`config.mk`:
```
export PLATFORM = sky130hd
export DESIGN_NAME = slot_access_ctrl
export DESIGN_NICKNAME = d
export VERILOG_FILES = /design/src/rtl/slot_access_pkg.sv /design/src/rtl/slot_history.sv /design/src/rtl/window_eval.sv /design/src/rtl/lfsr_draw.sv /design/src/rtl/slot_access_ctrl.sv
export SDC_FILE = /design/constraint.sdc
export NUM_CORES = 1
export LEC_CHECK = 0
export BUFFER_PORTS_ARGS = -buffer_cell sky130_fd_sc_hd__buf_2
export CORE_AREA = 2 2 117 119
export DETAILED_ROUTE_END_ITERATION = 12
export DIE_AREA = 0 0 119 121
export GPL_TIMING_DRIVEN = 1
export HOLD_SLACK_MARGIN = 0.08
export PLACE_DENSITY_LB_ADDON = 0.1
export SLEW_MARGIN = 10
export SYNTH_ARGS = -nofsm -noshare
export SYNTH_HDL_FRONTEND = slang
export SYNTH_HIERARCHICAL = 1
export SYNTH_SLANG_ARGS = --single-unit
export TNS_END_PERCENT = 50
```
`constraint.sdc`:
```
create_clock -name clk -period 49.9 [get_ports clk]
set_input_delay 2.495 -clock clk [delete_from_list [all_inputs] [get_ports clk]]
set_output_delay 2.495 -clock clk [all_outputs]
set_load 0.01 [all_outputs]
```
`src/rtl/slot_access_pkg.sv`:
```
package slot_access_pkg;

    // Upper bound on the number of stations sharing the channel
    localparam int MAX_USERS_DEF = 16;
    // Generator width and feedback mask (maximal-length Galois form)
    localparam int LFSR_W = 16;
    localparam logic [LFSR_W-1:0] LFSR_TAPS = 16'hB400;
    // Replacement for a zero seed, which would lock the generator
    localparam logic [LFSR_W-1:0] SEED_FALLBACK = 16'hACE1;

    // One recorded slot: own action and channel outcome
    typedef struct packed {
        logic sent;
        logic ok;
    } slot_rec_t;

    function automatic logic [LFSR_W-1:0] lfsr_step(input logic [LFSR_W-1:0] s);
        if (s[0]) begin
            return (s >> 1) ^ LFSR_TAPS;
        end
        return s >> 1;
    endfunction

    function automatic logic [LFSR_W-1:0] seed_fix(input logic [LFSR_W-1:0] s);
        return (s == '0) ? SEED_FALLBACK : s;
    endfunction

endpackage

```
`src/rtl/slot_history.sv`:
```
module slot_history
    import slot_access_pkg::*;
#(
    parameter int DEPTH = MAX_USERS_DEF - 1
) (
    input  logic                   clk,
    input  logic                   rst,
    input  logic                   shift_en,
    input  slot_rec_t              rec_in,
    output slot_rec_t [DEPTH-1:0]  hist
);

    slot_rec_t [DEPTH-1:0] hist_q;

    // Entry 0 is the most recent slot; older entries move up by one
    for (genvar j = 0; j < DEPTH; j++) begin : g_stage
        if (j == 0) begin : g_head
            always_ff @(posedge clk) begin
                if (rst) begin
                    hist_q[j] <= '0;
                end else if (shift_en) begin
                    hist_q[j] <= rec_in;
                end
            end
        end else begin : g_tail
            always_ff @(posedge clk) begin
                if (rst) begin
                    hist_q[j] <= '0;
                end else if (shift_en) begin
                    hist_q[j] <= hist_q[j-1];
                end
            end
        end
    end

    assign hist = hist_q;

endmodule

```
`src/rtl/window_eval.sv`:
```
module window_eval
    import slot_access_pkg::*;
#(
    parameter int DEPTH = MAX_USERS_DEF - 1,
    parameter int NW    = $clog2(MAX_USERS_DEF + 1)
) (
    input  slot_rec_t [DEPTH-1:0] hist,
    input  logic [NW-1:0]         win_len,
    output logic                  own_hit,
    output logic [NW-1:0]         succ_cnt
);

    logic [DEPTH-1:0] in_win;
    logic [DEPTH-1:0] ok_bits;
    logic [DEPTH-1:0] own_bits;

    // Only the newest win_len entries take part in the decision
    for (genvar j = 0; j < DEPTH; j++) begin : g_mask
        assign in_win[j]   = (NW'(j) < win_len);
        assign ok_bits[j]  = in_win[j] & hist[j].ok;
        assign own_bits[j] = in_win[j] & hist[j].ok & hist[j].sent;
    end

    always_comb begin
        succ_cnt = '0;
        for (int j = 0; j < DEPTH; j++) begin
            succ_cnt = succ_cnt + NW'(ok_bits[j]);
        end
    end

    assign own_hit = |own_bits;

endmodule

```
`src/rtl/lfsr_draw.sv`:
```
module lfsr_draw
    import slot_access_pkg::*;
#(
    parameter int NW = $clog2(MAX_USERS_DEF + 1)
) (
    input  logic              clk,
    input  logic              rst,
    input  logic              step,
    input  logic [LFSR_W-1:0] seed,
    input  logic [NW-1:0]     modulus,
    output logic              draw_zero,
    output logic [LFSR_W-1:0] state
);

    localparam int PAD = LFSR_W - NW;

    logic [LFSR_W-1:0] state_q;
    logic [LFSR_W-1:0] mod_ext;

    always_ff @(posedge clk) begin
        if (rst) begin
            state_q <= seed_fix(seed);
        end else if (step) begin
            state_q <= lfsr_step(state_q);
        end
    end

    // Uniform-ish integer in [0, modulus-1]; a hit is a zero draw
    assign mod_ext   = {{PAD{1'b0}}, modulus};
    assign draw_zero = (modulus != '0) && ((state_q % mod_ext) == '0);
    assign state     = state_q;

endmodule

```
`src/rtl/slot_access_ctrl.sv`:
```
module slot_access_ctrl
    import slot_access_pkg::*;
#(
    parameter int MAX_USERS = MAX_USERS_DEF,
    parameter int NW        = $clog2(MAX_USERS + 1)
) (
    input  logic              clk,
    input  logic              rst,
    input  logic              slot_strobe,
    input  logic              fb_ok,
    input  logic [NW-1:0]     num_users,
    input  logic [LFSR_W-1:0] seed,
    output logic              tx_req
);

    localparam int DEPTH = MAX_USERS - 1;

    logic [NW-1:0]          n_eff;
    logic [NW-1:0]          win_len;
    logic [NW-1:0]          room;
    logic [NW-1:0]          succ_cnt;
    logic                   own_hit;
    logic                   draw_zero;
    logic                   may_send;
    logic [LFSR_W-1:0]      lfsr_state;
    slot_rec_t              rec_now;
    slot_rec_t [DEPTH-1:0]  hist;

    // Clamp the station count into 1..MAX_USERS
    always_comb begin
        if (num_users == '0) begin
            n_eff = NW'(1);
        end else if (num_users > NW'(MAX_USERS)) begin
            n_eff = NW'(MAX_USERS);
        end else begin
            n_eff = num_users;
        end
    end

    assign win_len = n_eff - NW'(1);

    assign rec_now.sent = tx_req;
    assign rec_now.ok   = fb_ok;

    slot_history #(.DEPTH(DEPTH)) u_hist (
        .clk      (clk),
        .rst      (rst),
        .shift_en (slot_strobe),
        .rec_in   (rec_now),
        .hist     (hist)
    );

    window_eval #(.DEPTH(DEPTH), .NW(NW)) u_eval (
        .hist     (hist),
        .win_len  (win_len),
        .own_hit  (own_hit),
        .succ_cnt (succ_cnt)
    );

    // Contenders left in the window; guarded against a zero divisor
    assign may_send = !own_hit && (succ_cnt < n_eff);
    assign room     = may_send ? (n_eff - succ_cnt) : '0;

    lfsr_draw #(.NW(NW)) u_draw (
        .clk       (clk),
        .rst       (rst),
        .step      (slot_strobe),
        .seed      (seed),
        .modulus   (room),
        .draw_zero (draw_zero),
        .state     (lfsr_state)
    );

    assign tx_req = may_send && draw_zero;

endmodule

```
==> flow_summary_export.csv <==
group,metric,value,unit
timing,setup_tns,0,ns
setup_path,path_max_fanout,14,
place,io_buffers,25,
drt,drt_iter0_markers,548,
synthesis,syn_nets,1205,
synthesis,syn_area_per_cell,7.725,sq um
drt,vias,8069,
cells_and_area,layout_commonest_cell,"nor2_1",
clock_tree,postCtsSetupBuffers,0,
status,outcome,"finished, final reports clean",
drt,ant_nets,0,
setup_path,path_buf_inv,9,
clock_tree,clockRootBuffer,"clkbuf_16",
cells_and_area,diodes,0,
place,post-place-cells,1258,
clock_tree,cts_htree_levels,2,
setup_path,critPathSlowestCell,"o21ai_0",
synthesis,synth_flop_cell,"dfxtp_1",
setup_path,worst_setup_path_end_kind,"output port",
drt,wl_met1,9894,um
drt,drt-pass1-iter-count,5,
cells_and_area,drive_gt1_share,10.28,%
place,routabilityCongestion,0.9501,
global_routing,grt_pass1_wl,35230,um
drt,routedWlPerCell,16.26,um
synthesis,yosysSeqAreaShare,12.86,%
synthesis,synthCells,1088,
global_routing,grt_pass1_vias,7552,
drt,drc,0,
setup_path,critPathLaunchType,"input pin",
timing,max_slew_margin,36.19,%
hold_path,hp-class,"reg2reg",
setup_path,critPathTopFamily,"compound AO/OA/AOI/OAI gates",
clock_tree,cts_sinks,46,
clock_tree,hold_buffers,0,
global_routing,grt_overflow,0,
global_routing,antenna_found_initial,0,
timing,fin_skew,0.005861,ns
timing,setup_viol,0,
timing,rsz0062_at_grt,"false",
synthesis,synth_edf_count,16,
global_routing,grtUsageTotal,28.89,%
drt,wl_met3,823,um
drt,via_per_inst,6.374,
cells_and_area,final_core_utilization,66.77,%
timing,finalCritPeriodShare,87.17,%
die,die_y,121,um
place,hpwlAfterDp,16310,um
timing,worst_slew_pin_slew,0.9471,ns
die,core-area,13090,sq um
timing,timing.final.ws_setup,6.404,ns
clock_tree,cts_buffer_depth,2,
timing,max_freq,0.02299,GHz
synthesis,yosysWarnings,6,
timing,finalHoldViolCount,0,
flow_run,max_cap_violations,0,
drt,wl,20580,um
die,row_count,42,
synthesis,synthArstFlopShare,0,%
cells_and_area,instances_no_fill,1266,
clock_tree,path_clk_slew,0.06,ns
synthesis,yosysUniqueCellTypes,103,
place,pre_cts_ws,6.793,ns
setup_path,cp.required,47.40,ns
drt,wl_met2,9416,um
drt,highest_layer,"met4",
synthesis,synth-seq-cells,46,
clock_tree,clkLatencyLatePin,0.29,ns
clock_tree,cts_made_buffers,5,
setup_path,critical_path_class,"in2out",
cells_and_area,final_cell_mix,"120 x nor2_1, 84 x nand2_1, 80 x ha_1",
die,die_x,119,um
clock_tree,post_cts_resize_count,0,
die,ios,26,
setup_path,cp_common_cell,"o21a_1",
synthesis,syn-cell-area,8404,sq um
setup_path,cpPeakStageDelay,0.73,ns
clock_tree,cts_tree,"yes",
global_routing,grt_max_degree,36,
timing,fin_crit,43.50,ns
cells_and_area,fin_nets,1206,
cells_and_area,area_delta_synth_final,3.960,%
die,initial_utilization,64.23,%
die,die_area,14400,sq um
timing,slew_violations,0,
setup_path,arrival,41.00,ns
kinds of logic after synthesis:
kind of cell / after synthesis / synth area share [%]
multiplexers: 70 / 8.784
AND/OR/NAND/NOR: 431 / 26.51
XOR/XNOR: 39 / 4.064
AO/OA/AOI/OAI: 318 / 27.83
other: 1 / 0.04462
adder cells (fa/ha/maj): 93 / 14.89
flip-flops: 46 / 12.86
buffers and inverters: 90 / 5.017
cell type report:
type | count | area (sq um)
inverters | 53 | 198.9
multi-input cells | 952 | 6902
clock buffers | 6 | 128.9
repair buffers | 31 | 170.2
fillers | 1191 | 4348
well taps | 176 | 220.2
flip-flops and latches | 46 | 1081
clock inverters | 2 | 36.28
through the flow:
step,hold slack [ns],area [sq um]
3_3_place_gp,0.4913,8572
3_5_place_dp,0.5002,8572
6_report,0.5086,8737
4_1_cts,0.5155,8737
5_1_grt,0.5502,8737
2_1_floorplan,0.4521,8404
state kept, by name, summed over array words and instances, names as in the netlist:
signal and cells:
u_draw/state 16, u_hist/hist 30
cell usage after synthesis (24+ instances only):
cell / n / area, sq um
o21ai_0: 54 / 270.3
nor3_1: 55 / 275.3
nand3_1: 28 / 140.1
a21oi_1: 54 / 270.3
o21a_1: 43 / 322.8
inv_1: 53 / 198.9
mux2i_1: 46 / 460.4
nor2_1: 120 / 450.4
dfxtp_1: 30 / 600.6
ha_1: 80 / 1001
xnor2_1: 24 / 210.2
nand2_1: 84 / 315.3
final timing paths:
| path | from | to | slack, ns | depth (start not counted) |
|---|---|---|---|---|
| worst max-delay path | num_users[3] | tx_req | 6.40 | 154 |
| worst min-delay path | u_hist/hist[29] | u_hist/hist[29] | 0.51 | 2 |
| worst max register to register | u_hist/hist[10] | u_hist/hist[1] | 12.95 | 149 |
| worst min register to register | u_hist/hist[29] | u_hist/hist[29] | 0.51 | 2 |
per-layer routing:
metal	global-route usage [%]	vias up
met5	0	-
met4	8.185	0
met3	2.303	36
met2	48.24	220
met1	40.08	3734
li1	-	4079
worst register-to-register path: cells and delay by family (launching register included):
kind	cells	cell delay (ns)
AOI/OAI and AO/OA	63	13.63
and+or+nand+nor	45	11.43
muxes	10	2.66
DFF	1	0.36
xor gates and xnor gates	2	0.31
adders and majority gates	22	7.64
buffers and inverters	7	0.84
Power is left out: the tool's default activity adds up to more than one toggle a clock period on the data nets, which glitch-free logic cannot reach.
